--- src/rtl/lpfmt_pkg.sv ---
package lpfmt_pkg;

  typedef enum logic [1:0] {
    FS_IDLE = 2'd0,
    FS_MOVE = 2'd1,
    FS_EMIT = 2'd2
  } fmt_state_e;

  typedef enum logic {
    MV_LINE = 1'b0,
    MV_TOF  = 1'b1
  } move_kind_e;

  localparam logic [6:0] CH_NUL   = 7'o000;
  localparam logic [6:0] CH_TAB   = 7'o011;
  localparam logic [6:0] CH_LF    = 7'o012;
  localparam logic [6:0] CH_FF    = 7'o014;
  localparam logic [6:0] CH_CR    = 7'o015;
  localparam logic [6:0] CH_SPACE = 7'o040;

  // spaces needed to reach the next tab stop
  function automatic int unsigned tab_fill(input int unsigned column, input int unsigned stop);
    return stop - (column % stop);
  endfunction

  // control codes print as a blank
  function automatic logic [6:0] printable(input logic [6:0] c);
    return (c < CH_SPACE) ? CH_SPACE : c;
  endfunction

endpackage

--- src/rtl/lpfmt_decode.sv ---
module lpfmt_decode
  import lpfmt_pkg::*;
#(
  parameter int unsigned CODE_W     = 8,
  parameter int unsigned COL_W      = 8,
  parameter int unsigned REP_W      = 4,
  parameter int unsigned LINE_WIDTH = 132,
  parameter int unsigned TAB_STOP   = 8,
  parameter int unsigned TAB_WRAP   = 128
) (
  input  logic [CODE_W-1:0] code_i,
  input  logic [COL_W-1:0]  col_i,
  output logic              move_o,
  output move_kind_e        kind_o,
  output logic [REP_W-1:0]  reps_o,
  output logic [6:0]        ch_o,
  output logic              counted_o,
  output logic              clear_o
);

  localparam logic [COL_W-1:0] WRAP_COL = COL_W'(TAB_WRAP);
  localparam logic [COL_W-1:0] FULL_COL = COL_W'(LINE_WIDTH);

  logic [6:0] c7;
  assign c7 = code_i[6:0];

  always_comb begin
    move_o    = 1'b0;
    kind_o    = MV_LINE;
    reps_o    = '0;
    ch_o      = CH_SPACE;
    counted_o = 1'b1;
    clear_o   = 1'b0;
    case (c7)
      CH_NUL: begin
        counted_o = 1'b1;
      end
      CH_LF: begin
        move_o  = 1'b1;
        clear_o = 1'b1;
      end
      CH_FF: begin
        move_o  = 1'b1;
        kind_o  = MV_TOF;
        clear_o = 1'b1;
      end
      CH_CR: begin
        reps_o    = REP_W'(1);
        ch_o      = CH_CR;
        counted_o = 1'b0;
        clear_o   = 1'b1;
      end
      CH_TAB: begin
        if (col_i >= WRAP_COL) begin
          move_o  = 1'b1;
          clear_o = 1'b1;
          reps_o  = REP_W'(TAB_STOP);
        end else begin
          reps_o = REP_W'(tab_fill(32'(col_i), TAB_STOP));
        end
      end
      default: begin
        ch_o   = printable(c7);
        reps_o = REP_W'(1);
        if (col_i >= FULL_COL) begin
          move_o  = 1'b1;
          clear_o = 1'b1;
        end
      end
    endcase
  end

endmodule

--- src/rtl/lpfmt_column.sv ---
module lpfmt_column #(
  parameter int unsigned COL_W = 8
) (
  input  logic             clk,
  input  logic             rst_n,
  input  logic             clear_i,
  input  logic             step_i,
  output logic [COL_W-1:0] col_o
);

  always_ff @(posedge clk) begin
    if (!rst_n)       col_o <= '0;
    else if (clear_i) col_o <= '0;
    else if (step_i)  col_o <= col_o + COL_W'(1);
  end

endmodule

--- src/rtl/lpfmt_seq.sv ---
module lpfmt_seq
  import lpfmt_pkg::*;
#(
  parameter int unsigned REP_W = 4
) (
  input  logic             clk,
  input  logic             rst_n,
  input  logic             in_valid_i,
  input  logic             move_i,
  input  move_kind_e       kind_i,
  input  logic [REP_W-1:0] reps_i,
  input  logic [6:0]       ch_i,
  input  logic             counted_i,
  input  logic             out_ready_i,
  input  logic             mot_ack_i,
  output logic             in_ready_o,
  output logic             accept_o,
  output logic             out_valid_o,
  output logic [6:0]       out_char_o,
  output logic             mot_req_o,
  output move_kind_e       mot_kind_o,
  output logic             emit_fire_o,
  output logic             step_o
);

  fmt_state_e       state;
  logic [REP_W-1:0] reps_q;
  logic [6:0]       ch_q;
  logic             counted_q;
  move_kind_e       kind_q;

  assign in_ready_o  = (state == FS_IDLE);
  assign accept_o    = in_ready_o && in_valid_i;
  assign out_valid_o = (state == FS_EMIT);
  assign out_char_o  = ch_q;
  assign mot_req_o   = (state == FS_MOVE);
  assign mot_kind_o  = kind_q;
  assign emit_fire_o = out_valid_o && out_ready_i;
  assign step_o      = emit_fire_o && counted_q;

  always_ff @(posedge clk) begin
    if (!rst_n) begin
      state     <= FS_IDLE;
      reps_q    <= '0;
      ch_q      <= CH_SPACE;
      counted_q <= 1'b0;
      kind_q    <= MV_LINE;
    end else begin
      case (state)
        FS_IDLE: begin
          if (in_valid_i) begin
            ch_q      <= ch_i;
            reps_q    <= reps_i;
            counted_q <= counted_i;
            kind_q    <= kind_i;
            if (move_i)              state <= FS_MOVE;
            else if (reps_i != '0)   state <= FS_EMIT;
          end
        end
        FS_MOVE: begin
          if (mot_ack_i) state <= (reps_q != '0) ? FS_EMIT : FS_IDLE;
        end
        FS_EMIT: begin
          if (out_ready_i) begin
            reps_q <= reps_q - REP_W'(1);
            if (reps_q == REP_W'(1)) state <= FS_IDLE;
          end
        end
        default: state <= FS_IDLE;
      endcase
    end
  end

endmodule

--- src/rtl/lp_col_formatter.sv ---
module lp_col_formatter
  import lpfmt_pkg::*;
#(
  parameter int unsigned CODE_W     = 8,
  parameter int unsigned COL_W      = 8,
  parameter int unsigned LINE_WIDTH = 132,
  parameter int unsigned TAB_STOP   = 8,
  parameter int unsigned TAB_WRAP   = 128
) (
  input  logic              clk,
  input  logic              rst_n,
  input  logic              in_valid,
  input  logic [CODE_W-1:0] in_code,
  output logic              in_ready,
  output logic              out_valid,
  output logic [6:0]        out_char,
  input  logic              out_ready,
  output logic              mot_req,
  output logic              mot_kind,
  input  logic              mot_ack,
  output logic [COL_W-1:0]  col
);

  localparam int unsigned REP_W = $clog2(TAB_STOP + 1);

  logic             dec_move;
  move_kind_e       dec_kind;
  logic [REP_W-1:0] dec_reps;
  logic [6:0]       dec_ch;
  logic             dec_counted;
  logic             dec_clear;

  // named events for the checker
  logic       accept_fire;
  logic       emit_fire;
  logic       col_step;
  logic       col_clear;
  move_kind_e kind_e;

  lpfmt_decode #(
    .CODE_W(CODE_W), .COL_W(COL_W), .REP_W(REP_W),
    .LINE_WIDTH(LINE_WIDTH), .TAB_STOP(TAB_STOP), .TAB_WRAP(TAB_WRAP)
  ) u_decode (
    .code_i   (in_code),
    .col_i    (col),
    .move_o   (dec_move),
    .kind_o   (dec_kind),
    .reps_o   (dec_reps),
    .ch_o     (dec_ch),
    .counted_o(dec_counted),
    .clear_o  (dec_clear)
  );

  lpfmt_seq #(.REP_W(REP_W)) u_seq (
    .clk        (clk),
    .rst_n      (rst_n),
    .in_valid_i (in_valid),
    .move_i     (dec_move),
    .kind_i     (dec_kind),
    .reps_i     (dec_reps),
    .ch_i       (dec_ch),
    .counted_i  (dec_counted),
    .out_ready_i(out_ready),
    .mot_ack_i  (mot_ack),
    .in_ready_o (in_ready),
    .accept_o   (accept_fire),
    .out_valid_o(out_valid),
    .out_char_o (out_char),
    .mot_req_o  (mot_req),
    .mot_kind_o (kind_e),
    .emit_fire_o(emit_fire),
    .step_o     (col_step)
  );

  assign mot_kind  = kind_e;
  assign col_clear = accept_fire && dec_clear;

  lpfmt_column #(.COL_W(COL_W)) u_column (
    .clk    (clk),
    .rst_n  (rst_n),
    .clear_i(col_clear),
    .step_i (col_step),
    .col_o  (col)
  );

endmodule

--- config.mk ---
export PLATFORM = sky130hd
export DESIGN_NAME = lp_col_formatter
export DESIGN_NICKNAME = d
export VERILOG_FILES = /design/src/rtl/lpfmt_pkg.sv /design/src/rtl/lpfmt_decode.sv /design/src/rtl/lpfmt_column.sv /design/src/rtl/lpfmt_seq.sv /design/src/rtl/lp_col_formatter.sv
export SDC_FILE = /design/constraint.sdc
export NUM_CORES = 1
export LEC_CHECK = 0
export ABC_AREA = 1
export CORE_UTILIZATION = 49
export CTS_CLUSTER_SIZE = 25
export DETAILED_ROUTE_END_ITERATION = 7
export PLACE_DENSITY = 0.78
export SYNTH_ARGS = -nofsm -noshare
export SYNTH_HDL_FRONTEND = slang
export SYNTH_SLANG_ARGS = --single-unit
export TNS_END_PERCENT = 50
--- constraint.sdc ---
create_clock -name clk -period 2.1 [get_ports clk]
set_clock_uncertainty 0.15 [all_clocks]
set_input_delay 0.525 -clock clk [delete_from_list [all_inputs] [get_ports clk]]
set_output_delay 0.525 -clock clk [all_outputs]
set_load 0.005 [all_outputs]
Word-level counts from Yosys, hierarchy flattened
Cells that the tools add are included.

word-level totals
  register bits after elaboration = 23
  input port bits = 13
  output and inout bits = 19
  word-level logic and storage cells = 64

operators by class
  $add $sub $neg = 3
  order comparisons = 3
  equal/unequal tests = 12
  muxes and demuxes = 21
  bitwise operators = 1
  reductions and logical operators = 18

operators by type and width
  operator             number
  $eq 7x4->1 const B   4
  $ge 8x8->1 const B   2
  $pmux 4 s2           2
  $mux 2               7
  $pmux 7 s2           1
  $mux 4               3
  $add 8x1->8 const B  1
  $reduce_bool 4->1    2
  $logic_not 7->1      1
  $lt 7x6->1 const B   1
  $mux 7               1
  $ne 2x2->1 const B   3
  $pmux 1 s3           2
  $pmux 2 s3           1
  $reduce_or 2->1      3
  $reduce_or 3->1      2
  $reduce_and 5->1     1
  $eq 4x1->1 const B   1
  $logic_and 1x1->1    4
  $mux 1               4
  $reduce_or 4->1      1
  $sub 4x1->4 const B  1
  $sub 4x3->4 const A  1
  $ne 3x3->1 const B   1
  other kinds (8)      8

Longest topological paths before layout
Gate-level depths: netlist of the first run.

  word-level depth = 8
  depth in mapped cells = 13
  gate-level depth less buffers = 13

Cells and area by module
A second synthesis of the first run with hierarchy kept.

unflattened totals
  cells, all modules = 222
  area, all modules = 1443.9 um2

modules (own cells, without submodules)
  module            instances  cells each  area each (um2)  sequential area each (um2)
  lpfmt_seq         1          107         744.5            300.3
  lpfmt_column      1          50          361.6            160.2
  lpfmt_decode      1          63          330.3            0.0
  lp_col_formatter  1          2           7.5              0.0

Worst setup path before layout of the first run
OpenSTA, ideal clock, no wires.

  path type = input to register
  start = in in_code[6]
  end = reg u_column.col_o[0]
  setup time = 65 ps
  data arrival time = 1422 ps
  data required time = 1885 ps
  slack = 463 ps
  stages = 11
  buffers on the path = 0
  path through = inv_2 > nand2_2 > nor2_2 > nand2_2 > nand2_1 > nor2_1 > nand3_1 > nand2_1 > o21ai_2 > nand2_2 > nor2_1

on the way
  word-level cells in the longest chain between the ends = 5
  elaborated cells between the ends (all ways) = 9
  those cells by class = 4 x eq/ne; 1 x mux; 4 x reduce/logical

RTL lines
  element                      line                    source
  start, declared              lp_col_formatter.sv:13  input logic [CODE_W-1:0] in_code,
  $eq 7x4->1                   lpfmt_decode.sv:34      case (c7)
  $reduce_or 3->1 (no line)    n/a
  $pmux 1 s3 *                 lpfmt_decode.sv:34
  $logic_and 1x1->1 *          lp_col_formatter.sv:76  assign col_clear = accept_fire && dec_clear;
  $reduce_or 2->1 (no line) *  n/a
  end signal, assigned         lpfmt_column.sv:14      else if (step_i) col_o <= col_o + COL_W'(1);
  end, declared                lpfmt_column.sv:8       output logic [COL_W-1:0] col_o

Every way passes the cells marked *; elsewhere a longest branch is shown, timed or not.
A chain may end at the register's enable or synchronous reset.

Worst setup path after layout of the first run
  start = reg u_seq.state[1]
  end = out in_ready

on the way
  word-level cells in the longest chain between the ends = 1

RTL lines
  element                 line                    source
  start, declared         lpfmt_seq.sv:26         fmt_state_e state;
  start signal, assigned  lpfmt_seq.sv:61         if (mot_ack_i) state <= (reps_q != '0) ? FS_EMIT : FS_IDLE;
  $logic_not 2->1         lpfmt_seq.sv:32         assign in_ready_o = (state == FS_IDLE);
  end, declared           lp_col_formatter.sv:14  output logic in_ready,

Every way passes these cells.

==> results.json, run 1 <==
{
  "rsz0062_at_grt": "true",
  "io_buffers": 30,
  "hold_viol": 0,
  "clkSinkCount": 23,
  "worst_ep_arrival_time_ns": 1.40,
  "clockBufferDepth": 2,
  "vias": 1422,
  "endpoint_kind": "output port",
  "grt_antenna_before_repair": 0,
  "worst_pin_slew_ns": 0.330,
  "start_util_pct": 54.1,
  "ant_nets": 0,
  "ys_types": 32,
  "ir_drop_mv": 0.631,
  "num_io_pins": 32,
  "grt_pass1_vias": 1328,
  "clk-insertion-delay-late_ns": 0.32,
  "status": "finished clean",
  "report.final.slew_viol_count": 0,
  "synthesis.area_um2": 1390,
  "wirelength_um": 3160,
  "crit_path_max_fanout": 6,
  "wire_per_inst_um": 11.3,
  "via_per_inst": 5.10,
  "critical_path_required_ns": 1.42,
  "root_buffer": "clkbuf_4",
  "hold_ws_ns": 0.334,
  "hold_class": "reg -> reg",
  "critical_path_class": "reg -> out",
  "grt_pass1_wl_um": 5530,
  "r2r_slack_ns": 0.42,
  "synth_cells": 202,
  "power_density_nw_per_um2": 623,
  "fin_tns_setup_ns": 0,
  "cts_tree": "built",
  "ys_warn_count": 0,
  "totalPowerFinal_mw": 1.18,
  "placed_cells": 274,
  "period_needed_ns": 2.08,
  "nNetsFinal": 267,
  "clk_pin_slew_ns": 0.12,
  "place_area_um2": 1830,
  "syn_area_per_cell_um2": 6.88,
  "final_layout_size_suffix_gt1_share_pct": 18.1,
  "gr-total-overflow": 0,
  "final_cells": 279,
  "maxCapViolCount": 0,
  "ys_ff_latch": 23,
  "power_leakage_nw": 0.887,
  "die_x_um": 55.3,
  "fmax_ghz": 0.482,
  "syn_to_final_growth_pct": 35.7,
  "final_core_util_pct": 73.5,
  "syn-num-nets": 219,
  "place_ws_ns": -0.244,
  "dp_hpwl_um": 2450,
  "synth_seq_area_share_pct": 33.1,
  "drt_iter0_drc": 48,
  "cts_hold_buf": 0,
  "diodes": 0,
  "die_h_um": 55.3,
  "final_area_um2": 1890,
  "setup_viol": 0,
  "route.detailed.drc": 0,
  "finalCritPeriodShare_pct": 98.8,
  "cts_buffers": 3,
  "slew_headroom_pct": 77.9,
  "htreeDepth": 1,
  "fill_cells": 216,
  "routabilityCongestion": 0.845,
  "dieArea_um2": 3050,
  "first_pass_iters": 4,
  "std_cell_rows": 18,
  "startpoint_type": "flop",
  "grt_max_degree": 13,
  "core_area_um2": 2570,
  "grt_usage_pct": 21.8,
  "layout_setup_ws_ns": 0.0247
}
layout make-up:
class | count | area, um2 | area share [%]
clock buffers | 4 | 26.3 | 1.39
flip-flops and latches | 23 | 467 | 24.7
multi-input cells | 145 | 812 | 43.0
inverters | 31 | 121 | 6.43
repair buffers | 46 | 423 | 22.4
well taps | 30 | 37.5 | 1.99
layout by cell type (no fill, tap or decap), drive strengths merged:
master / instances
a21o: 1
a21oi: 13
a221oi: 1
a31oi: 1
buf: 16
clkbuf: 4
clkdlybuf4s50: 29
dfxtp: 23
dlymetal6s2s: 1
ha: 4
inv: 31
nand2: 42
nand3: 8
nand4: 2
nor2: 38
nor3: 7
o211ai: 4
o21ai: 13
o21bai: 1
o22ai: 1
xnor2: 2
xor2: 7
final timing paths:
| check | startpoint | cells past startpoint | end |
|---|---|---|---|
| worst max register to register | u_column.col_o[0] | 11 | u_seq.state[1] |
| worst max-delay path | u_seq.state[1] | 2 | in_ready |
| worst min register to register | u_seq.out_char_o[5] | 2 | u_seq.out_char_o[5] |
| worst min-delay path | u_seq.out_char_o[5] | 2 | u_seq.out_char_o[5] |
metal layers:
| metal | wire [um] | GRT usage [%] |
|---|---|---|
| met5 | 0 | 0 |
| met4 | 43 | 7.14 |
| met3 | 138 | 3.04 |
| met2 | 1530 | 37.3 |
| met1 | 1450 | 28.0 |
timing repair:
| item | CTS | global route |
|---|---|---|
| gates cloned | 0 | 0 |
| gates resized for setup | 4 | 7 |
| setup endpoints to repair | 3 | 14 |
| setup buffers | 1 | 0 |
| pin swaps | 0 | 0 |
cell usage after synthesis:
master / count / area, um2
nand2_2: 4 / 25.0
a31oi_1: 1 / 6.26
nor2_2: 2 / 12.5
nor3_2: 1 / 10.0
clkbuf_1: 1 / 3.75
o21ai_0: 11 / 55.1
inv_1: 27 / 101
nand3_1: 7 / 35.0
inv_2: 3 / 11.3
ha_1: 4 / 50.1
nand2_4: 2 / 22.5
dfxtp_1: 23 / 460
inv_6: 1 / 8.76
xor2_1: 7 / 61.3
o211ai_1: 4 / 30.0
o21bai_1: 1 / 7.51
o22ai_1: 1 / 6.26
nand2_1: 36 / 135
a21oi_4: 1 / 16.3
xnor2_1: 2 / 17.5
nand4_1: 2 / 12.5
a21o_1: 1 / 7.51
nand3_4: 1 / 17.5
o21ai_1: 1 / 5.00
buf_2: 2 / 10.0
nor2_1: 35 / 131
nor3_1: 5 / 25.0
o21ai_2: 1 / 8.76
a221oi_1: 1 / 8.76
nor3_4: 1 / 16.3
nor2_4: 1 / 11.3
a21oi_1: 12 / 60.1
state kept, by name, indices dropped and copies added (netlist names):
register,flops
u_seq.reps_q,4
u_seq.mot_kind_o,1
u_seq.counted_q,1
u_seq.out_char_o,7
u_seq.state,2
u_column.col_o,8
power breakdown:
part           internal, mW  switching (mW)  total (mW)
registers             0.490          0.0442       0.534
clock network        0.0743           0.135       0.210
logic                 0.209           0.223       0.432
total                 0.774           0.402        1.18
kinds of logic after synthesis:
logic type	share of synthesized area, %
AND/OR/NAND/NOR	32.7
adder cells (fa/ha/maj)	3.60
AO/OA/AOI/OAI	15.2
XOR/XNOR	5.67
buffers and inverters	9.72
flip-flops	33.1
worst max-delay path: stages, from the launching register on:
cell             delay [ns]
dfxtp_4                0.39
nor2_2                 0.17
clkdlybuf4s50_1        0.53
Power figures use the tool's default switching activity.
==> inputs of run 2 (changes only) <==
--- a/config.mk
+++ b/config.mk
@@ -9,7 +9,7 @@
 export CORE_UTILIZATION = 49
 export CTS_CLUSTER_SIZE = 25
 export DETAILED_ROUTE_END_ITERATION = 7
-export PLACE_DENSITY = 0.78
+export PLACE_DENSITY = 0.82
 export SYNTH_ARGS = -nofsm -noshare
 export SYNTH_HDL_FRONTEND = slang
 export SYNTH_SLANG_ARGS = --single-unit
==> constraint.sdc (replaced) <==
create_clock -name clk -period 2.3 [get_ports clk]
set_clock_uncertainty 0.15 [all_clocks]
set_input_delay 0.575 -clock clk [delete_from_list [all_inputs] [get_ports clk]]
set_output_delay 0.575 -clock clk [all_outputs]
set_load 0.005 [all_outputs]
==> run 2 against run 1 <==
Worst hold slack got worse by 0.0063 ns. Cell count is 2.9% lower. Non-clock buffer count is 8 lower.
==> results.json, run 2 (synthesized netlist as in run 1, its figures left out) <==
{
  "grt_usage_pct": 20.5,
  "syn_to_final_growth_pct": 29.6,
  "die_x_um": 55.3,
  "clk_pin_slew_ns": 0.12,
  "holdPathStages": 2,
  "via_per_inst": 5.07,
  "route.detailed.drc": 0,
  "largest_reg_flops": 8,
  "setup_viol": 0,
  "maxCapViolCount": 0,
  "power_density_nw_per_um2": 575,
  "startpoint_type": "flop",
  "postCtsSetupRepairBufs": 0,
  "final_core_util_pct": 70.2,
  "drt_iter0_drc": 39,
  "io_buffers": 30,
  "hold_viol": 0,
  "power_leakage_nw": 0.834,
  "final_layout_size_suffix_gt1_share_pct": 12.4,
  "grt_pass1_vias": 1213,
  "htreeDepth": 1,
  "totalPowerFinal_mw": 1.04,
  "top_register": "u_column.col_o",
  "critical_path_required_ns": 1.57,
  "first_pass_iters": 4,
  "rr_worst_depth": 11,
  "fin_tns_setup_ns": 0,
  "clk-insertion-delay-late_ns": 0.31,
  "cts_tree": "built",
  "ant_nets": 0,
  "worst_pin_slew_ns": 0.339,
  "ir_drop_mv": 0.554,
  "hold_ws_ns": 0.328,
  "slew_headroom_pct": 77.2,
  "period_needed_ns": 2.20,
  "rsz0062_at_grt": "false",
  "fill_cells": 230,
  "cts.repair.resized": 0,
  "clkSinkCount": 23,
  "finalCritPeriodShare_pct": 95.8,
  "vias": 1374,
  "final_common_cell": "nand2_1",
  "start_util_pct": 54.1,
  "status": "finished clean",
  "endpoint_kind": "output port",
  "num_io_pins": 32,
  "core_area_um2": 2570,
  "critical_path_class": "reg -> out",
  "dp_hpwl_um": 2290,
  "grt_pass1_wl_um": 5170,
  "nNetsFinal": 259,
  "root_buffer": "clkbuf_4",
  "die_h_um": 55.3,
  "cts_buffers": 3,
  "cts_hold_buf": 0,
  "report.final.slew_viol_count": 0,
  "place_area_um2": 1770,
  "layout_common_cells": "nand2_1 (36), nor2_1 (35), clkdlybuf4s50_1 (30)",
  "diodes": 0,
  "hold_class": "reg -> reg",
  "gr-total-overflow": 0,
  "final_area_um2": 1800,
  "wirelength_um": 2910,
  "worst_ep_arrival_time_ns": 1.48,
  "grt_antenna_before_repair": 0,
  "dieArea_um2": 3050,
  "clockBufferDepth": 2,
  "grt_max_degree": 14,
  "wire_per_inst_um": 10.7,
  "crit_path_max_fanout": 7,
  "std_cell_rows": 18,
  "routabilityCongestion": 0.797,
  "fmax_ghz": 0.454
}
==> run 2: power breakdown <==
part / switching (mW) / internal [mW]
sequential: 0.0384 / 0.446
combinational: 0.197 / 0.172
clock: 0.115 / 0.0677
total: 0.351 / 0.686
==> run 2: final timing paths <==
path                  startpoint                  end  slack (ns)
max               u_seq.state[0]            out_valid         0.1
min          u_seq.out_char_o[5]  u_seq.out_char_o[5]        0.33
max reg2reg    u_column.col_o[0]       u_seq.state[1]        0.65
min reg2reg  u_seq.out_char_o[5]  u_seq.out_char_o[5]        0.33
==> run 2: through the flow <==
step | worst slack [ns] | instances
finish | 0.0958 | 271
global route | 0.0126 | 271
CTS | 0.0309 | 271
detailed placement | -0.0848 | 267
global placement | -0.0431 | 267
floorplan | 0.613 | 202
==> run 2: area by class of cell <==
class                      count  area [um2]  share of cell area [%]
multi-input combinational    145         795                    44.1
sequential                    23         462                    25.6
timing repair buffer          38         360                    20.0
inverter                      31         121                    6.74
tap                           30        37.5                    2.08
clock buffer                   4        26.3                    1.46
==> run 2: worst max-delay path, cell delays in order, from the launching register on <==
cell             delay, ns
dfxtp_1               0.35
inv_1                 0.12
nand2_4               0.11
inv_6                 0.10
clkdlybuf4s50_1       0.50
==> run 2: layer usage <==
| metal | GRT usage [%] | part of all wire [%] | vias up |
|---|---|---|---|
| met3 | 3.28 | 3.9 | 4 |
| li1 | - | - | 722 |
| met5 | 0 | 0 | - |
| met2 | 32.2 | 45 | 32 |
| met4 | 7.50 | 1.0 | 0 |
| met1 | 28.2 | 50 | 616 |
==> inputs of run 3 (changes only) <==
==> constraint.sdc (replaced) <==
create_clock -name clk -period 2.5 [get_ports clk]
set_clock_uncertainty 0.15 [all_clocks]
set_input_delay 0.625 -clock clk [delete_from_list [all_inputs] [get_ports clk]]
set_output_delay 0.625 -clock clk [all_outputs]
set_load 0.005 [all_outputs]
==> run 3 against run 2 <==
Clock-buffer cell count unchanged. Via count decreased by 3.8%. Utilization is 1.8 points lower. First-iteration DRC count decreased by 7.7%. Worst setup slack improved by 0.078 ns. Register-to-register slack improved by 0.17 ns. Sequential power down 7.9%. Global-route usage fell by 0.099 points. Clock power shrank 5%. Worst hold slack gained 0.0081 ns. Critical path type unchanged. Largest power group unchanged.
==> results.json, run 3 (synthesized netlist as in run 1, its figures left out) <==
{
  "drt_iter0_drc": 36,
  "via_per_inst": 4.99,
  "grt_pass1_wl_um": 5090,
  "fill_cells": 233,
  "cts_hold_buf": 0,
  "maxCapViolCount": 0,
  "diodes": 0,
  "hold_class": "reg -> reg",
  "worst_ep_arrival_time_ns": 1.55,
  "clkSinkCount": 23,
  "fmax_ghz": 0.430,
  "clk-insertion-delay-late_ns": 0.32,
  "top_layer_used": "met4",
  "hold_viol": 0,
  "dp_hpwl_um": 2250,
  "grt_antenna_before_repair": 0,
  "grt_max_degree": 14,
  "die_h_um": 55.3,
  "critical_path_class": "reg -> out",
  "syn_to_final_growth_pct": 26.3,
  "grt_pass1_vias": 1197,
  "routabilityCongestion": 0.804,
  "fin_tns_setup_ns": 0,
  "io_buffers": 30,
  "worstSetupStartpoint": "u_seq.state[1]",
  "vias": 1322,
  "cts_buffers": 3,
  "postCtsSetupRepairBufs": 0,
  "status": "finished clean",
  "endpoint": "out_valid",
  "wl_met3_um": 179,
  "gr-total-overflow": 0,
  "period_needed_ns": 2.33,
  "core_area_um2": 2570,
  "critical_path_required_ns": 1.73,
  "power_density_nw_per_um2": 545,
  "cts_tree": "built",
  "reg2reg_from": "u_column.col_o[0]",
  "drt-met1-wl_um": 1460,
  "r2r-end": "u_seq.state[1]",
  "endpoint_kind": "output port",
  "std_cell_rows": 18,
  "die_x_um": 55.3,
  "route.detailed.drc": 0,
  "power_leakage_nw": 0.806,
  "startpoint_type": "flop",
  "clockBufferDepth": 2,
  "dr_wl_met2_um": 1340,
  "finalCritPeriodShare_pct": 93.0,
  "ant_nets": 0,
  "regArea_um2": 460,
  "top_register": "u_column.col_o",
  "root_buffer": "clkbuf_4",
  "htreeDepth": 1,
  "rsz0062_at_grt": "false",
  "largest_reg_flops": 8,
  "layout_common_cells": "nand2_1 (36), nor2_1 (35), clkdlybuf4s50_1 (30)",
  "hold_ws_ns": 0.336,
  "ir_drop_mv": 0.429,
  "nNetsFinal": 253,
  "multi_input_area_um2": 795,
  "dieArea_um2": 3050,
  "clk_pin_slew_ns": 0.12,
  "final_layout_size_suffix_gt1_share_pct": 9.79,
  "slew_headroom_pct": 76.2,
  "wirelength_um": 2990,
  "wire_per_inst_um": 11.3,
  "report.final.slew_viol_count": 0,
  "grt_usage_pct": 20.4,
  "final_common_cell": "nand2_1",
  "start_util_pct": 54.1,
  "first_pass_iters": 4,
  "r2r_slack_ns": 0.82,
  "rr_worst_depth": 11,
  "cts.repair.resized": 0,
  "num_io_pins": 32,
  "setup_viol": 0,
  "worst_pin_slew_ns": 0.355,
  "crit_path_max_fanout": 7
}
[run 3: routing by layer]
layer	global-route usage (%)	up-vias
li1	-	705
met1	26.8	582
met2	33.7	33
met3	5.15	2
met4	4.29	0
met5	0	-
[run 3: report_power, final]
part / switching [mW] / leakage [nW] / internal (mW)
clock network: 0.110 / 0.0150 / 0.0625
registers: 0.0368 / 0.188 / 0.409
logic: 0.183 / 0.602 / 0.155
total: 0.330 / 0.806 / 0.626
[run 3: area by class of cell]
class | instances | area share, %
clock buffer | 4 | 1.50
inverter | 31 | 6.91
multi-input combinational | 145 | 45.3
sequential | 23 | 26.2
tap | 30 | 2.14
timing repair buffer | 32 | 18.0
[run 3: worst min-delay path by stage]
stage | slack, ns | depth (start not counted) | start | endpoint
2_1_floorplan | 0.32 | 2 | u_seq.out_char_o[5] | u_seq.out_char_o[5]
3_3_place_gp | 0.30 | 2 | u_seq.out_char_o[5] | u_seq.out_char_o[5]
3_5_place_dp | 0.31 | 2 | u_seq.out_char_o[5] | u_seq.out_char_o[5]
4_1_cts | 0.34 | 2 | u_seq.out_char_o[5] | u_seq.out_char_o[5]
5_1_grt | 0.36 | 2 | u_seq.out_char_o[5] | u_seq.out_char_o[5]
6_report | 0.34 | 2 | u_seq.out_char_o[5] | u_seq.out_char_o[5]
[run 3: worst max-delay path, stage by stage, from the launching register on]
cell and delay (ns):
dfxtp_1 0.50, nand2_4 0.13, inv_6 0.11, clkdlybuf4s50_1 0.50
[run 3: per-stage QoR]
stage          utilization [%]  cells  setup WS (ns)  power [mW]  instance area [um2]
5_1_grt                   68.4    265          0.104        1.03                 1760
2_1_floorplan                -    202          0.763       0.663                 1390
4_1_cts                   68.4    265          0.152       0.961                 1760
3_5_place_dp              67.3    261         0.0691       0.789                 1730
3_3_place_gp              67.3    261         0.0940       0.781                 1730
6_report                  68.4    265          0.174       0.956                 1760
